==> src/rtl/mon_i2c_pkg.sv <==
`timescale 1ns/1ps
package mon_i2c_pkg;
    localparam int CODE_W      = 12;
    localparam int BYTE_W      = 8;
    localparam int FRAME_BYTES = 3;
    localparam int FRAME_W     = FRAME_BYTES * BYTE_W;
    localparam int IDX_W       = 2;
    localparam int XREG_N      = 3;
    localparam int XREG_W      = XREG_N * BYTE_W;
    localparam logic [4:0] ADDR_HI = 5'b11010;

    localparam int CMD_V_CONT = 0;
    localparam int CMD_V_ONCE = 1;
    localparam int CMD_C_CONT = 2;
    localparam int CMD_C_ONCE = 3;
    localparam int CMD_RANGE  = 4;
    localparam int CMD_SPARE  = 5;
    localparam int CMD_STAT   = 6;
    localparam int CMD_EXT    = 7;

    typedef enum logic [2:0] {
        ST_IDLE,
        ST_RX,
        ST_ACK,
        ST_TX,
        ST_MACK
    } bus_state_e;
endpackage

==> src/rtl/mon_i2c_cond.sv <==
`timescale 1ns/1ps
module mon_i2c_cond #(
    parameter int SYNC_STAGES = 2
) (
    input  logic clk,
    input  logic rst_n,
    input  logic scl_i,
    input  logic sda_i,
    output logic scl_lvl_o,
    output logic sda_lvl_o,
    output logic scl_rise_o,
    output logic scl_fall_o,
    output logic start_o,
    output logic stop_o
);
    typedef struct packed {
        logic [SYNC_STAGES-1:0] scl_sh;
        logic [SYNC_STAGES-1:0] sda_sh;
        logic                   scl_p;
        logic                   sda_p;
    } cond_t;

    cond_t q, n;
    logic scl_s, sda_s;

    assign scl_s = q.scl_sh[SYNC_STAGES-1];
    assign sda_s = q.sda_sh[SYNC_STAGES-1];

    always_comb begin
        n        = q;
        n.scl_sh = {q.scl_sh[SYNC_STAGES-2:0], scl_i};
        n.sda_sh = {q.sda_sh[SYNC_STAGES-2:0], sda_i};
        n.scl_p  = scl_s;
        n.sda_p  = sda_s;
    end

    always_ff @(posedge clk or negedge rst_n) begin
        if (!rst_n) q <= '1;
        else        q <= n;
    end

    assign scl_lvl_o  = scl_s;
    assign sda_lvl_o  = sda_s;
    assign scl_rise_o = scl_s & ~q.scl_p;
    assign scl_fall_o = ~scl_s & q.scl_p;
    assign start_o    = scl_s & q.scl_p & q.sda_p & ~sda_s;
    assign stop_o     = scl_s & q.scl_p & ~q.sda_p & sda_s;
endmodule

==> src/rtl/mon_i2c_link.sv <==
`timescale 1ns/1ps
module mon_i2c_link
    import mon_i2c_pkg::*;
(
    input  logic                clk,
    input  logic                rst_n,
    input  logic                scl_lvl_i,
    input  logic                sda_lvl_i,
    input  logic                scl_rise_i,
    input  logic                scl_fall_i,
    input  logic                start_i,
    input  logic                stop_i,
    input  logic [1:0]          strap_i,
    input  logic                rd_block_i,
    input  logic [BYTE_W-1:0]   tx_byte_i,
    output logic                sda_oe_o,
    output logic                wr_stb_o,
    output logic                wr_first_o,
    output logic [BYTE_W-1:0]   wr_data_o,
    output logic                rd_open_o,
    output logic [IDX_W-1:0]    byte_idx_o
);
    typedef struct packed {
        bus_state_e         state;
        logic [3:0]         bitcnt;
        logic [BYTE_W-1:0]  shreg;
        logic               is_addr;
        logic               rd;
        logic               first;
        logic               sda_oe;
        logic [IDX_W-1:0]   idx;
        logic               wr_stb;
        logic               wr_first;
        logic               rd_open;
    } link_t;

    localparam logic [3:0] FULL = 4'(BYTE_W);

    link_t q, n;
    logic  addr_hit;

    assign addr_hit = (q.shreg[7:1] == {ADDR_HI, strap_i});

    always_comb begin
        n         = q;
        n.wr_stb  = 1'b0;
        n.rd_open = 1'b0;
        if (stop_i) begin
            n.state  = ST_IDLE;
            n.sda_oe = 1'b0;
        end else if (start_i) begin
            n.state   = ST_RX;
            n.is_addr = 1'b1;
            n.bitcnt  = '0;
            n.sda_oe  = 1'b0;
            n.idx     = '0;
        end else begin
            case (q.state)
                ST_RX: begin
                    if (scl_rise_i && q.bitcnt < FULL) begin
                        n.shreg  = {q.shreg[BYTE_W-2:0], sda_lvl_i};
                        n.bitcnt = q.bitcnt + 4'd1;
                    end else if (scl_fall_i && q.bitcnt == FULL) begin
                        if (q.is_addr) begin
                            if (addr_hit && (!q.shreg[0] || !rd_block_i)) begin
                                n.state   = ST_ACK;
                                n.sda_oe  = 1'b1;
                                n.rd      = q.shreg[0];
                                n.first   = 1'b1;
                                n.rd_open = q.shreg[0];
                            end else begin
                                n.state = ST_IDLE;
                            end
                        end else begin
                            n.state    = ST_ACK;
                            n.sda_oe   = 1'b1;
                            n.wr_stb   = 1'b1;
                            n.wr_first = q.first;
                            n.first    = 1'b0;
                        end
                    end
                end
                ST_ACK: begin
                    if (scl_fall_i) begin
                        n.is_addr = 1'b0;
                        n.bitcnt  = '0;
                        if (q.rd) begin
                            n.state  = ST_TX;
                            n.shreg  = tx_byte_i;
                            n.sda_oe = ~tx_byte_i[BYTE_W-1];
                        end else begin
                            n.state  = ST_RX;
                            n.sda_oe = 1'b0;
                        end
                    end
                end
                ST_TX: begin
                    if (scl_rise_i && q.bitcnt < FULL) begin
                        n.bitcnt = q.bitcnt + 4'd1;
                    end else if (scl_fall_i && q.bitcnt == FULL) begin
                        n.state  = ST_MACK;
                        n.sda_oe = 1'b0;
                    end else if (scl_fall_i && q.bitcnt != 4'd0) begin
                        n.shreg  = {q.shreg[BYTE_W-2:0], 1'b0};
                        n.sda_oe = ~q.shreg[BYTE_W-2];
                    end
                end
                ST_MACK: begin
                    if (scl_rise_i) begin
                        if (sda_lvl_i) begin
                            n.state = ST_IDLE;
                        end else if (q.idx != '1) begin
                            n.idx = q.idx + 1'b1;
                        end
                    end else if (scl_fall_i) begin
                        n.state  = ST_TX;
                        n.bitcnt = '0;
                        n.shreg  = tx_byte_i;
                        n.sda_oe = ~tx_byte_i[BYTE_W-1];
                    end
                end
                default: ;
            endcase
        end
    end

    always_ff @(posedge clk or negedge rst_n) begin
        if (!rst_n) q <= '{state: ST_IDLE, default: '0};
        else        q <= n;
    end

    assign sda_oe_o   = q.sda_oe;
    assign wr_stb_o   = q.wr_stb;
    assign wr_first_o = q.wr_first;
    assign wr_data_o  = q.shreg;
    assign rd_open_o  = q.rd_open;
    assign byte_idx_o = q.idx;

    // a STOP always returns the engine to idle with SDA released
    a_r11_stop_idles: assert property (@(posedge clk) disable iff (!rst_n)
        stop_i |=> (q.state == ST_IDLE) && !q.sda_oe);

    // the target only starts pulling SDA while SCL is low
    a_r10_drive_scl_low: assert property (@(posedge clk) disable iff (!rst_n)
        $rose(q.sda_oe) |-> !scl_lvl_i);

    // an address acknowledge only follows our own address
    a_r1_ack_own_addr: assert property (@(posedge clk) disable iff (!rst_n)
        ($rose(q.sda_oe) && q.is_addr) |-> (q.shreg[7:1] == {ADDR_HI, strap_i}));

    // a read address is refused while a one-shot conversion is pending
    a_r5_pending_nack: assert property (@(posedge clk) disable iff (!rst_n)
        (q.state == ST_RX && q.is_addr && scl_fall_i && q.bitcnt == FULL
         && q.shreg[0] && rd_block_i) |=> !q.sda_oe);
endmodule

==> src/rtl/mon_i2c_regs.sv <==
`timescale 1ns/1ps
module mon_i2c_regs
    import mon_i2c_pkg::*;
#(
    parameter logic [XREG_W-1:0] XREG_RST = 24'h5AA53C
) (
    input  logic                clk,
    input  logic                rst_n,
    input  logic                wr_stb_i,
    input  logic                wr_first_i,
    input  logic [BYTE_W-1:0]   wr_data_i,
    input  logic                rd_open_i,
    input  logic [IDX_W-1:0]    byte_idx_i,
    input  logic                volt_done_i,
    input  logic [CODE_W-1:0]   volt_code_i,
    input  logic                curr_done_i,
    input  logic [CODE_W-1:0]   curr_code_i,
    output logic                rd_block_o,
    output logic [BYTE_W-1:0]   tx_byte_o,
    output logic                conv_v_o,
    output logic                conv_c_o,
    output logic                vrange_o,
    output logic [XREG_W-1:0]   ext_cfg_o
);
    typedef struct packed {
        logic               cont_v;
        logic               once_v;
        logic               cont_c;
        logic               once_c;
        logic               vrange;
        logic               stat;
        logic               sel_v;
        logic               sel_c;
        logic [1:0]         xptr;
        logic               xarm;
        logic [XREG_W-1:0]  xreg;
        logic [CODE_W-1:0]  vres;
        logic [CODE_W-1:0]  cres;
        logic               vval;
        logic               cval;
        logic [FRAME_W-1:0] snap;
    } regs_t;

    regs_t               q, n;
    logic [FRAME_W-1:0]  frame;
    logic [BYTE_W-1:0]   status;
    logic                wr_cmd;
    logic                spare_unused;

    assign spare_unused = wr_data_i[CMD_SPARE];
    assign wr_cmd = wr_stb_i && wr_first_i && !wr_data_i[CMD_EXT];

    assign status = {q.vval, 1'b0, q.cval, q.vrange,
                     q.once_c, q.cont_c, q.once_v, q.cont_v};

    always_comb begin
        if (q.stat)
            frame = {status, {(FRAME_W-BYTE_W){1'b0}}};
        else if (q.sel_v && q.sel_c)
            frame = {q.vres[11:4], q.cres[11:4], q.vres[3:0], q.cres[3:0]};
        else if (q.sel_v)
            frame = {q.vres[11:4], q.vres[3:0], 4'h0, 8'h00};
        else if (q.sel_c)
            frame = {q.cres[11:4], q.cres[3:0], 4'h0, 8'h00};
        else
            frame = '0;
    end

    always_comb begin
        n = q;
        if (volt_done_i) begin
            n.vres   = volt_code_i;
            n.vval   = 1'b1;
            n.once_v = 1'b0;
        end
        if (curr_done_i) begin
            n.cres   = curr_code_i;
            n.cval   = 1'b1;
            n.once_c = 1'b0;
        end
        if (wr_stb_i) begin
            if (wr_first_i) begin
                if (wr_data_i[CMD_EXT]) begin
                    n.xptr = wr_data_i[1:0];
                    n.xarm = 1'b1;
                end else begin
                    n.cont_v = wr_data_i[CMD_V_CONT];
                    n.once_v = wr_data_i[CMD_V_ONCE];
                    n.cont_c = wr_data_i[CMD_C_CONT];
                    n.once_c = wr_data_i[CMD_C_ONCE];
                    n.vrange = wr_data_i[CMD_RANGE];
                    n.stat   = wr_data_i[CMD_STAT];
                    n.sel_v  = wr_data_i[CMD_V_CONT] | wr_data_i[CMD_V_ONCE];
                    n.sel_c  = wr_data_i[CMD_C_CONT] | wr_data_i[CMD_C_ONCE];
                    n.xarm   = 1'b0;
                end
            end else if (q.xarm) begin
                for (int i = 0; i < XREG_N; i++) begin
                    if (q.xptr == 2'(i)) n.xreg[i*BYTE_W +: BYTE_W] = wr_data_i;
                end
                n.xarm = 1'b0;
            end
        end
        if (rd_open_i) n.snap = frame;
    end

    always_ff @(posedge clk or negedge rst_n) begin
        if (!rst_n) q <= '{xreg: XREG_RST, default: '0};
        else        q <= n;
    end

    always_comb begin
        case (byte_idx_i)
            2'd0:    tx_byte_o = q.snap[FRAME_W-1 -: BYTE_W];
            2'd1:    tx_byte_o = q.snap[FRAME_W-BYTE_W-1 -: BYTE_W];
            2'd2:    tx_byte_o = q.snap[BYTE_W-1:0];
            default: tx_byte_o = '0;
        endcase
    end

    assign rd_block_o = q.once_v | q.once_c;
    assign conv_v_o   = q.cont_v | q.once_v;
    assign conv_c_o   = q.cont_c | q.once_c;
    assign vrange_o   = q.vrange;
    assign ext_cfg_o  = q.xreg;

    // a pending once bit is cleared by its result pulse
    a_r5_once_v_clears: assert property (@(posedge clk) disable iff (!rst_n)
        (q.once_v && volt_done_i && !wr_cmd) |=> !q.once_v);
    a_r5_once_c_clears: assert property (@(posedge clk) disable iff (!rst_n)
        (q.once_c && curr_done_i && !wr_cmd) |=> !q.once_c);

    // without a write strobe the extended registers hold
    a_r4_xreg_hold: assert property (@(posedge clk) disable iff (!rst_n)
        !wr_stb_i |=> $stable(q.xreg));
endmodule

==> src/rtl/mon_i2c_target.sv <==
`timescale 1ns/1ps
module mon_i2c_target
    import mon_i2c_pkg::*;
#(
    parameter int                SYNC_STAGES = 2,
    parameter logic [XREG_W-1:0] XREG_RST    = 24'h5AA53C
) (
    input  logic                clk,
    input  logic                rst_n,
    input  logic                scl_i,
    input  logic                sda_i,
    output logic                sda_oe_o,
    input  logic [1:0]          strap_i,
    output logic                conv_v_o,
    output logic                conv_c_o,
    input  logic                volt_done_i,
    input  logic [CODE_W-1:0]   volt_code_i,
    input  logic                curr_done_i,
    input  logic [CODE_W-1:0]   curr_code_i,
    output logic                vrange_o,
    output logic [XREG_W-1:0]   ext_cfg_o
);
    logic              scl_lvl, sda_lvl, scl_rise, scl_fall, start_det, stop_det;
    logic              rd_block, wr_stb, wr_first, rd_open;
    logic [BYTE_W-1:0] tx_byte, wr_data;
    logic [IDX_W-1:0]  byte_idx;

    mon_i2c_cond #(.SYNC_STAGES(SYNC_STAGES)) i_cond (
        .clk(clk), .rst_n(rst_n), .scl_i(scl_i), .sda_i(sda_i),
        .scl_lvl_o(scl_lvl), .sda_lvl_o(sda_lvl),
        .scl_rise_o(scl_rise), .scl_fall_o(scl_fall),
        .start_o(start_det), .stop_o(stop_det)
    );

    mon_i2c_link i_link (
        .clk(clk), .rst_n(rst_n),
        .scl_lvl_i(scl_lvl), .sda_lvl_i(sda_lvl),
        .scl_rise_i(scl_rise), .scl_fall_i(scl_fall),
        .start_i(start_det), .stop_i(stop_det),
        .strap_i(strap_i), .rd_block_i(rd_block), .tx_byte_i(tx_byte),
        .sda_oe_o(sda_oe_o), .wr_stb_o(wr_stb), .wr_first_o(wr_first),
        .wr_data_o(wr_data), .rd_open_o(rd_open), .byte_idx_o(byte_idx)
    );

    mon_i2c_regs #(.XREG_RST(XREG_RST)) i_regs (
        .clk(clk), .rst_n(rst_n),
        .wr_stb_i(wr_stb), .wr_first_i(wr_first), .wr_data_i(wr_data),
        .rd_open_i(rd_open), .byte_idx_i(byte_idx),
        .volt_done_i(volt_done_i), .volt_code_i(volt_code_i),
        .curr_done_i(curr_done_i), .curr_code_i(curr_code_i),
        .rd_block_o(rd_block), .tx_byte_o(tx_byte),
        .conv_v_o(conv_v_o), .conv_c_o(conv_c_o),
        .vrange_o(vrange_o), .ext_cfg_o(ext_cfg_o)
    );
endmodule

==> config.mk <==
export PLATFORM = sky130hd
export DESIGN_NAME = mon_i2c_target
export DESIGN_NICKNAME = d
export VERILOG_FILES = /design/src/rtl/mon_i2c_pkg.sv /design/src/rtl/mon_i2c_cond.sv /design/src/rtl/mon_i2c_link.sv /design/src/rtl/mon_i2c_regs.sv /design/src/rtl/mon_i2c_target.sv
export SDC_FILE = /design/constraint.sdc
export NUM_CORES = 1
export LEC_CHECK = 0
export BUFFER_PORTS_ARGS = -buffer_cell sky130_fd_sc_hd__buf_4
export CAP_MARGIN = 20
export CORE_MARGIN = 3
export CORE_UTILIZATION = 40
export CTS_CLUSTER_DIAMETER = 80
export DETAILED_ROUTE_END_ITERATION = 10
export SLEW_MARGIN = 0
export SYNTH_ARGS = -nofsm -noshare
export SYNTH_HDL_FRONTEND = slang
export SYNTH_SLANG_ARGS = --single-unit
==> constraint.sdc <==
create_clock -name clk -period 5 [get_ports clk]
set_input_delay 1 -clock clk [delete_from_list [all_inputs] [get_ports clk]]
set_output_delay 1 -clock clk [all_outputs]
set_load 0.1 [all_outputs]
==> flow_metrics.py <==
metrics = {
    "clock_network": {
        "cts_buffers": 17,
        "post_cts_buffers": 0,
        "post_cts_resized": 0,
        "cts_buffer_depth": 2,
        "cts_max_level": 4,
        "hold_buffers": 0,
        "clkTransAtPathRegs_ps": 50,
        "clockRootBuffer": "clkbuf_16",
        "insertion_delay_ps": 410,
        "cts_tree": "done",
        "cts_sinks": 115,
    },
    "floorplanning": {
        "die_y_um": 124,
        "rows": 42,
        "io_pins": 60,
        "core_area_mm2": 0.0134,
        "initial_utilization_pct": 41.4,
        "die_area_mm2": 0.0153,
        "die_x_um": 124,
    },
    "min_path": {
        "min_from": "i_cond.n[5]",
        "min_path_type": "reg -> reg",
    },
    "power_and_ir_drop": {
        "ir_drop_mv": 0.263,
        "cellPowerDensity_mw_per_mm2": 441,
        "p_switching_mw": 0.835,
        "switching_share_pct": 28.9,
        "p_clk_share_pct": 42.3,
        "p_leak_nw": 2.91,
        "p_comb_share_pct": 17.6,
        "p_int_mw": 2.05,
        "seq_power_share_pct": 40.1,
    },
    "worst_setup_path": {
        "r2r-start": "i_link.rd_open_o",
        "crit_family": "flip-flops",
        "crit_path_top_delay_cell": "dfrtp_1",
        "arrival_ps": 1370,
        "path_buf_inv": 1,
        "crit_path_start_kind": "flop",
        "cp_max_fo": 4,
        "crit_path_end_kind": "primary output",
        "startpoint": "i_regs.q[83]",
        "critical-path-max-stage-delay_ps": 410,
        "crit_required_ps": 4000,
        "crit_type": "reg -> out",
        "path_cells": "or2_2 -> buf_4",
    },
    "global_routing": {
        "grt_start_max_net_pins": 49,
        "grt_pass1_wl_um": 19700,
        "grtUsageTotal_pct": 16.7,
        "grt_overflow": 0,
        "grt_pass1_vias": 3806,
        "antenna_found_initial": 0,
    },
    "logic_synthesis": {
        "synth_cells": 488,
        "synthDominantCellAreaShare_pct": 43.7,
        "synthesis.nets": 530,
        "syn_area_per_cell_um2": 11.4,
        "synth-seq-cells": 115,
        "synth_most_common_cell": "dfrtp_1",
        "ys_warn_count": 0,
        "synth_commonest_cells": "dfrtp_1, mux2_2, nand2_1",
        "yosys_most_used_dff": "dfrtp_1",
        "yosysSeqAreaShare_pct": 52.2,
        "synth_cell_types": 63,
        "syn_area_mm2": 0.00555,
        "synthTopCellsByArea": "dfrtp_1, mux2_2, dfstp_2",
        "postSynth.asyncResetShare_pct": 100,
        "synth-edff-count": 0,
        "yosys.area.top_type": "dfrtp_1",
    },
    "cells_and_area": {
        "final_cell_area_mm2": 0.00655,
        "stdcell_count": 707,
        "area_growth_pct": 18.0,
        "antenna_cells": 0,
        "drive_gt1_share_pct": 35.8,
        "nNetsFinal": 561,
    },
    "timing": {
        "setup_viol": 0,
        "tightest_slew_ps": 874,
        "fmax_mhz": 422,
        "setup_tns_ps": 0,
        "rsz0062_at_grt": "false",
        "finalClockSkew_ps": 9.19,
        "min_period_over_period_pct": 47.4,
        "period_minus_slack_ps": 2370,
        "fin_ws_ps": 2630,
        "hold_viol": 0,
        "slew_violations": 0,
        "hold_slack_ps": 353,
        "slew_headroom_pct": 41.5,
    },
    "place": {
        "portBuffers": 59,
        "dpl_cell_area_mm2": 0.00595,
        "place_hpwl_um": 8390,
        "gp_congestion": 0.885,
        "dp_slack_ps": 2480,
        "place_inst": 676,
    },
    "drt": {
        "firstDrtPassIters": 5,
        "first_iter_violations": 231,
        "ant_nets": 0,
        "vias": 3768,
        "routed_wirelength_um": 12000,
        "drc_errors": 0,
        "via_per_inst": 5.33,
        "wire_per_inst_um": 17.0,
    },
    "flow_run": {
        "cap_violations": 0,
    },
    "status": {
        "status": "finished clean",
    },
}
-- layout by cell type (no fill, tap or decap), types with 3 or more instances in the layout --
master     netlist  final
ha_1            10     10
nand3_1          7      7
nor3_1           3      3
a211oi_1         4      4
nor2_1          14     14
inv_1           30     30
clkinv_2         0      3
o31ai_1          4      4
nor4_1           3      3
mux2i_1          4      4
buf_4           26     61
nand3b_1         9      9
mux2_2          65     65
o21ai_0         39     39
clkbuf_8         0      3
nor2b_1          5      5
nand2b_1         4      4
a21oi_1          9      9
a21o_1           3      3
o22ai_1          5      5
clkbuf_16        0     17
bufinv_16        0      3
a222oi_1         8      8
nand2_1         40     40
dfrtp_1         97     97
or2_2            4      4
dfstp_2         18     18
a22oi_1         11     11
-- worst paths after layout --
kind	endpoint	slack, ps	cells after the start
worst max-delay path	conv_v_o	2630	2
max in group asynchronous	i_regs.ext_cfg_o[3]	3430	2
worst max register to register	i_regs.q[5]	2700	4
worst min-delay path	i_cond.scl_lvl_o	350	0
min in group asynchronous	i_link.q[17]	600	1
worst min register to register	i_cond.scl_lvl_o	350	0
-- power by group through the flow --
stage	combinational, mW	sequential, mW	clock (mW)
2_1_floorplan	0.407	1.11	0
3_3_place_gp	0.498	1.17	0
3_5_place_dp	0.512	1.17	0
4_1_cts	0.513	1.16	1.26
5_1_grt	0.563	1.18	1.30
6_report	0.509	1.16	1.22
-- per-layer routing --
layer,vias up,part of all wire [%],GRT usage [%]
met4,0,1.2,6.85
met3,11,4.5,4.00
met1,1881,47,22.9
li1,1781,-,-
met2,95,48,25.6
met5,-,0,0
-- cells by family (layout without fill, tap and decap cells) --
| family | Yosys count | in the layout | share of synthesized area, % |
|---|---|---|---|
| AOI/OAI and AO/OA | 104 | 104 | 12.9 |
| xor gates and xnor gates | 3 | 3 | 0.473 |
| adders and majority gates | 10 | 10 | 2.25 |
| buffers and inverters | 79 | 122 | 7.14 |
| and+or+nand+nor | 105 | 105 | 10.4 |
| muxes | 72 | 72 | 14.6 |
| DFF | 115 | 115 | 52.2 |
-- stage by stage --
stage / power [mW] / utilization [%]
6_report: 2.89 / 48.9
5_1_grt: 3.03 / 48.9
4_1_cts: 2.92 / 48.9
3_5_place_dp: 1.68 / 44.4
3_3_place_gp: 1.67 / 44.4
2_1_floorplan: 1.52 / -
-- sequential cells by signal, summed over array words and instances, names as in the netlist --
| name | cells |
|---|---|
| i_link.wr_first_o | 1 |
| i_link.sda_oe_o | 1 |
| i_regs.q | 60 |
| i_cond.scl_lvl_o | 1 |
| i_link.rd_open_o | 1 |
| i_link.q | 10 |
| i_link.wr_data_o | 8 |
| i_regs.vrange_o | 1 |
| i_link.byte_idx_o | 2 |
| i_cond.sda_lvl_o | 1 |
| i_link.wr_stb_o | 1 |
| i_cond.q | 2 |
| i_regs.ext_cfg_o | 24 |
| i_cond.n | 2 |
-- final cells by class --
cell class / instances / area [um^2]
well taps: 176 / 220
repair buffers: 61 / 458
fillers: 1238 / 6850
multi-input cells: 294 / 2260
clock buffers: 22 / 474
clock inverters: 9 / 129
inverters: 30 / 113
flip-flops and latches: 115 / 2900
Note: power is estimated with default switching activity, not from simulation.
